===== config.mk =====
export PLATFORM = sky130hd
export DESIGN_NAME = ws_ack_gen
export DESIGN_NICKNAME = d
export VERILOG_FILES = /design/src/rtl/ws_ack_pkg.sv /design/src/rtl/ws_select.sv /design/src/rtl/ws_counter.sv /design/src/rtl/ws_ack_gen.sv
export SDC_FILE = /design/constraint.sdc
export NUM_CORES = 1
export LEC_CHECK = 0
export BUFFER_PORTS_ARGS = -buffer_cell sky130_fd_sc_hd__buf_2
export CORE_AREA = 10 10 47 49
export CTS_CLUSTER_SIZE = 12
export DETAILED_ROUTE_END_ITERATION = 7
export DIE_AREA = 0 0 57 59
export PLACE_DENSITY_LB_ADDON = 0.25
export RECOVER_POWER = 100
export SLEW_MARGIN = 30
export SYNTH_ARGS = -nofsm -noshare
export SYNTH_HDL_FRONTEND = slang
export SYNTH_SLANG_ARGS = --single-unit

===== constraint.sdc =====
create_clock -name clk -period 3.5 [get_ports clk]
set_clock_uncertainty 0.2 [all_clocks]
set_input_delay 0.35 -clock clk [delete_from_list [all_inputs] [get_ports clk]]
set_output_delay 0.35 -clock clk [all_outputs]
set_load 0.02 [all_outputs]

===== src/rtl/ws_ack_pkg.sv =====
package ws_ack_pkg;
  localparam int INIT_W = 4;
  localparam int SEC_W  = 2;

  // Number of waits for one beat, given the configuration and beat kind.
  function automatic logic [INIT_W-1:0] pick_waits(
    input logic [INIT_W-1:0] init_w,
    input logic [SEC_W-1:0]  sec_code,
    input logic              auto_on,
    input logic              first,
    input logic              rd
  );
    if (auto_on && rd && !first && (sec_code != '0))
      return INIT_W'(sec_code - 1'b1);
    else
      return init_w;
  endfunction
endpackage


===== src/rtl/ws_select.sv =====
module ws_select
  import ws_ack_pkg::*;
#(
  parameter int IW = INIT_W,
  parameter int SW = SEC_W
) (
  input  logic          clk,
  input  logic          rst,
  input  logic [IW-1:0] init_w,
  input  logic [SW-1:0] sec_code,
  input  logic          auto_on,
  input  logic          first,
  input  logic          rd,
  output logic [IW-1:0] sel_waits,
  output logic          use_sec
);
  always_comb begin
    use_sec   = auto_on && rd && !first && (sec_code != '0);
    sel_waits = pick_waits(init_w, sec_code, auto_on, first, rd);
  end

  // a secondary count never exceeds the largest secondary code minus one
  assert_sec_small_R2: assert property (@(posedge clk) disable iff (rst)
    use_sec |-> (sel_waits <= IW'((1 << SW) - 2)));
  // write beats load the initial count
  assert_write_init_R3: assert property (@(posedge clk) disable iff (rst)
    !rd |-> (sel_waits == init_w));
endmodule


===== src/rtl/ws_counter.sv =====
module ws_counter #(
  parameter int CW = 4
) (
  input  logic          clk,
  input  logic          rst,
  input  logic          load,
  input  logic [CW-1:0] load_val,
  input  logic          auto_in,
  input  logic          ext_ack,
  output logic          busy,
  output logic          int_ack,
  output logic          done,
  output logic [CW-1:0] cnt
);
  logic auto_q;
  logic expired;

  always_comb begin
    expired = busy && (cnt == '0);
    int_ack = expired && auto_q;
    done    = busy && (ext_ack || int_ack);
  end

  always_ff @(posedge clk) begin
    if (rst) begin
      busy   <= 1'b0;
      auto_q <= 1'b0;
      cnt    <= '0;
    end else if (load) begin
      busy   <= 1'b1;
      auto_q <= auto_in;
      cnt    <= load_val;
    end else if (done) begin
      busy <= 1'b0;
    end else if (busy && cnt != '0) begin
      cnt <= cnt - 1'b1;
    end
  end

  // an open beat counts down one step per cycle
  assert_count_step_R1: assert property (@(posedge clk) disable iff (rst)
    (busy && cnt != '0 && !load && !done) |=> (cnt == $past(cnt) - 1'b1));
  // a finished beat closes unless a new one is started
  assert_done_closes_R5: assert property (@(posedge clk) disable iff (rst)
    (done && !load) |=> !busy);
  // the internal acknowledge is a single-cycle pulse
  assert_ack_pulse_R6: assert property (@(posedge clk) disable iff (rst)
    (int_ack && !load) |=> !int_ack);
  // reset leaves the counter idle
  assert_reset_idle_R8: assert property (@(posedge clk)
    rst |=> (!busy && !int_ack));
endmodule


===== src/rtl/ws_ack_gen.sv =====
module ws_ack_gen
  import ws_ack_pkg::*;
#(
  parameter int IW = INIT_W,
  parameter int SW = SEC_W
) (
  input  logic          clk,
  input  logic          rst,
  input  logic [IW-1:0] cfg_init_waits,
  input  logic [SW-1:0] cfg_sec_waits,
  input  logic          cfg_auto_ack,
  input  logic          beat_start,
  input  logic          beat_first,
  input  logic          beat_read,
  input  logic          ext_ack,
  output logic          beat_done,
  output logic          int_ack
);
  localparam int CW = IW;

  logic [CW-1:0] sel_waits;
  logic          use_sec;
  logic          busy_w;
  logic [CW-1:0] cnt_w;

  ws_select #(.IW(IW), .SW(SW)) u_sel (
    .clk(clk), .rst(rst),
    .init_w(cfg_init_waits), .sec_code(cfg_sec_waits),
    .auto_on(cfg_auto_ack), .first(beat_first), .rd(beat_read),
    .sel_waits(sel_waits), .use_sec(use_sec)
  );

  ws_counter #(.CW(CW)) u_cnt (
    .clk(clk), .rst(rst),
    .load(beat_start), .load_val(sel_waits), .auto_in(cfg_auto_ack),
    .ext_ack(ext_ack),
    .busy(busy_w), .int_ack(int_ack), .done(beat_done), .cnt(cnt_w)
  );

  // a beat opened with auto-acknowledge off never acknowledges internally
  assert_no_auto_R4: assert property (@(posedge clk) disable iff (rst)
    (beat_start && !cfg_auto_ack) |=> !int_ack);
  // no beat end while idle
  assert_idle_quiet_R7: assert property (@(posedge clk) disable iff (rst)
    !busy_w |-> !beat_done);
  // an external acknowledge on an open beat ends it
  assert_ext_ends_R5: assert property (@(posedge clk) disable iff (rst)
    (busy_w && ext_ack) |-> beat_done);
endmodule


==> run metrics, run 1 <==
diodes inserted=0; Die X=~57 um; Reg2Reg Setup Slack=1.89 ns; DRC viols=0; placed cell count=81; number of top-level pins=15; htree depth=1; initial antenna violation count=0; reg2reg start=u_cnt.cnt[0]; kind of critical path=reg2out; Switching Fraction=28.8%; clock power share=around a third; Synth top area share=about 28%; worst min path class=in2reg; Num CTS Buffers=3; final WL=roughly 1100 um; most frequent cells in the layout=buf_2, inv_1, dfxtp_1, nand2_1; Die Y=59 um; CP max FO=5; final setup vio count=0; Hold Startpoint=cfg_auto_ack; count of final hold-check violations=0; top post-synthesis cells by area=dfxtp_1, mux2i_1, inv_1; post-route ant nets=0; CTS Sinks=6; Reg area=120 um2; Worst-Margin Slew=around 0.4 ns; max-slew violation count=0; CP Data Arrival Time=1.71 ns; post-synthesis cell count=52; Cell Area, Synth=429 um2; maximum clock frequency=0.443 GHz; IO Port Bufs=14; Seq pwr share=42.5%; Net Switching=53.7 uW; clk buf depth=2; via/cell ratio=between 5 and 6; Final Util=37.4%; crit path time final=2.26 ns; hold buffers post-CTS=0; leading area contributor after synthesis=dfxtp_1; Area Overhead vs Synth=22.2%; Worst-Skew Late Latency=0.25 ns; cts repair resizes=0; Worst setup SP type=flop; Layout Cells excl Fill=84; vias in the first global route=477; max cap viols=0; core box area=1400 um2; fin nets=85; row cnt=14; post-synthesis sequential area ratio=approximately 28%; GRT Total Usage=7.64%; largest net degree at the start of global routing=10; full die area=3360 um2; Pre-antenna DRT Iters=4; setup repair after global routing missed its margin=no; Worst EP required=roughly 3.0 ns; Multi-input gate area=between 200 and 300 um2; Leakage=between 0.2 and 0.25 nW; Starting Density=between 30 and 40%; setup_tns=0 ns; CTS tree=done; total gr overflow=0; Distinct cells, synth=27; first-pass GRT wire length=between 1500 and 2000 um; postcts setup bufs=0; via count=436; P per Cell Area=~350 nW/um2; logic gate share of total power=22.4%; Slew headroom=around three quarters; 1st-iter DRT viols=4; layout cell share with drive strength beyond 1=25.0%; Tcrit/Tclk final=64.5%; Crit. Startpoint=u_cnt.cnt[0]; Filler cells=around 160; status=finished, final reports clean; Max IR drop VDD=roughly 0.00016 V; post-DP HPWL=889 um; Clock transition at path regs=around 0.050 ns; WHS Path Cells=3; FF-to-FF path depth=5; routability congestion estimate from global placement=~0.75; mean area per synthesized cell=between 8 and 9 um2; leading cell type in the layout, fill and taps excluded=buf_2; post-synthesis register bit count=6; CTS root buf=clkbuf_4; Worst Hold End=u_cnt.auto_q; Avg WL per Cell=approximately 13 um; syn nets=67; CP endpoint kind=output port; worst reg2reg endpoint=u_cnt.cnt[3]; Synthesis Warnings=0; internal power=between 100 and 150 uW
power groups by stage:
stage / Clock [mW] / Combinational (mW) / Sequential (mW)
floorplan: 0 / 0.0320 / 0.0790
global placement: 0 / 0.0452 / 0.0803
detailed placement: 0 / 0.0453 / 0.0804
CTS: 0.0682 / 0.0455 / 0.0791
global route: 0.0715 / 0.0478 / 0.0801
finish: 0.0652 / 0.0418 / 0.0792
sequential cells by signal (all words and copies together), names as in the netlist:
name          flops
u_cnt.cnt         4
u_cnt.busy        1
u_cnt.auto_q      1
routing by layer:
metal / track usage [%] / share of wire, %
met5: 0 / 0
met4: 7.05 / 3.3
met3: 3.43 / 5.8
met2: 11.0 / 46
met1: 8.17 / 45
per-stage QoR:
step           total power [mW]  hold WS [ns]  setup slack [ns]  area (um2)
2_1_floorplan             0.111         0.218              1.57         429
3_3_place_gp              0.125         0.292              1.60         514
3_5_place_dp              0.126         0.311              1.58         514
4_1_cts                   0.193         0.150              1.30         537
5_1_grt                   0.199         0.167              1.11         524
6_report                  0.186         0.156              1.24         524
synth_stat cells:
cell / instances
nor3_1: 2
a21oi_1: 2
a311oi_2: 1
buf_2: 1
mux2i_1: 3
o21ai_0: 2
nand3_1: 3
dfxtp_1: 6
o21ai_1: 1
a2bb2oi_1: 1
nand2b_1: 2
a21boi_0: 1
o2111ai_1: 1
nand2_1: 4
and2b_1: 1
inv_1: 8
nor3b_1: 1
nor2_4: 1
o21a_1: 1
o311ai_1: 1
nor2_1: 1
nor4_1: 2
ha_1: 2
or3b_4: 1
and4bb_2: 1
o311a_1: 1
o32ai_1: 1
worst max path at each step:
stage	to	slack (ns)
6_report	beat_done	1.24
5_1_grt	beat_done	1.11
4_1_cts	beat_done	1.30
3_5_place_dp	beat_done	1.58
3_3_place_gp	beat_done	1.60
2_1_floorplan	beat_done	1.57
cell families (layout without fill, tap and decap cells):
family          Yosys count  count (layout)  synth area share (%)
compound gates           13              13                  23.3
fa+ha+maj                 2               2                  5.83
buf+inv                   9              25                  8.16
flops                     6               6                  28.0
mux                       3               3                  7.00
simple gates             19              19                  27.7
critical path, cell delays in order (launching register included):
cell and delay (ns):
dfxtp_1 0.33, inv_1 0.08, ha_1 0.18, or3b_1 0.43, nor2_1 0.17, o21a_1 0.12, buf_2 0.15
area by class of cell:
cell class	count	area share, %
multi-input combinational	37	50.4
inverter	8	5.73
timing repair buffer	14	12.9
sequential	6	22.9
tap	16	3.82
clock buffer	3	4.30
(Power assumes the default switching activity.)
==> inputs of run 2 (changes only) <==
==> constraint.sdc (replaced) <==
create_clock -name clk -period 2.1 [get_ports clk]
set_clock_uncertainty 0.2 [all_clocks]
set_input_delay 0.21 -clock clk [delete_from_list [all_inputs] [get_ports clk]]
set_output_delay 0.21 -clock clk [all_outputs]
set_load 0.02 [all_outputs]
==> run 2 against run 1 <==
Effect of this change: final cell count rose by 1.2%; register-to-register slack got worse by 1.5 ns; sequential share of layout area fell by 1.0 points; power rose by 72%; highest routed layer unchanged.
==> run metrics, run 2 (same netlist as run 1, synthesis figures left out) <==
leading cell type in the layout, fill and taps excluded=buf_2; via count=446; CTS root buf=clkbuf_4; GRT Total Usage=7.34%; Area after DPL=514 um2; vias in the first global route=between 400 and 500; Area Overhead vs Synth=28.0%; maximum clock frequency=about 0.5 GHz; fin nets=between 80 and 90; IO Port Bufs=14; Most flops, register=u_cnt.cnt; Final Util=between 30% and 40%; Worst setup SP type=flop; Clock transition at path regs=0.05 ns; Pwr Total=320 uW; post-route ant nets=0; post-DP HPWL=884 um; total gr overflow=0; max cap viols=0; Starting Density=30.6%; setup_tns=0 ns; Die Y=59 um; CP max FO=4; biggest regs=u_cnt.cnt: 4 flops, u_cnt.auto_q: 1 flops, u_cnt.busy: 1 flops; hold buffers post-CTS=0; CP endpoint kind=output port; CP Data Arrival Time=1.61 ns; largest net degree at the start of global routing=10; full die area=3360 um2; most frequent cells in the layout=buf_2, inv_1, dfxtp_1, nand2_1; P per Cell Area=582 nW/um2; first-pass GRT wire length=2010 um; max reg flops=4; count of final hold-check violations=0; final setup vio count=0; final WL=1150 um; number of top-level pins=15; initial antenna violation count=0; Die X=57 um; Avg WL per Cell=13.6 um; core box area=~1400 um2; Worst EP required=1.69 ns; routability congestion estimate from global placement=0.753; Worst-Margin Slew=0.267 ns; CTS Sinks=6; Max IR drop VDD=0.000246 V; clk buf depth=2; Worst-Skew Late Latency=0.24 ns; CTS tree=done; worst min path class=in2reg; via/cell ratio=5.25; 1st-iter DRT viols=2; Tcrit/Tclk final=roughly 96%; crit path time final=2.02 ns; row cnt=14; Slew headroom=82.1%; max-slew violation count=0; Leakage=0.248 nW; Filler cells=154; layout cell share with drive strength beyond 1=about a third; Pre-antenna DRT Iters=4; DRC viols=0; kind of critical path=reg2out; diodes inserted=0; status=finished, final reports clean; fin area=between 500 and 600 um2; Num CTS Buffers=3; Layout Cells excl Fill=between 80 and 90; htree depth=1; placed cell count=81
[run 2: per-layer routing]
layer	vias up	GRT usage [%]	share of wire (%)
li1	224	-	-
met1	205	8.06	45
met5	-	0	0
met2	15	11.5	48
met3	2	2.15	4.7
met4	0	6.04	2.1
[run 2: timing repair]
| action | CTS | global route |
|---|---|---|
| setup buffers | 0 | 1 |
| setup endpoints to repair | 0 | 1 |
| gates resized for setup | 0 | 2 |
[run 2: area by class of cell]
cell class / count / area [um2] / area share (%)
inverters: 8 / 30.0 / 5.47
multi-input cells: 37 / 277 / 50.3
well taps: 16 / 20.0 / 3.64
clock buffers: 3 / 22.5 / 4.10
repair buffers: 15 / 80.1 / 14.6
flip-flops and latches: 6 / 120 / 21.9
[run 2: per-stage QoR]
stage	setup slack (ns)	hold slack, ns
finish	0.0770	0.0242
global route	-0.0127	0.0283
CTS	0.0505	0.0186
detailed placement	0.315	0.273
global placement	0.341	0.260
floorplan	0.306	0.0779
[run 2: where the power goes]
group	internal [mW]	switching [mW]
logic	0.0414	0.0412
clock network	0.0646	0.0404
registers	0.123	0.00923
total	0.229	0.0908
[run 2: worst paths after layout]
kind	slack (ns)	cells after the start	endpoint	from
max	0.08	6	beat_done	u_cnt.cnt[0]
min	0.02	3	u_cnt.auto_q	cfg_auto_ack
max reg2reg	0.37	6	u_cnt.cnt[3]	u_cnt.cnt[0]
min reg2reg	0.31	2	u_cnt.auto_q	u_cnt.auto_q
[run 2: worst max-delay path, stage by stage (launching register included)]
cell and delay [ns]:
dfxtp_1 0.32, inv_1 0.08, ha_2 0.19, or3b_4 0.42, nor2_4 0.12, o21a_1 0.11, buf_4 0.13
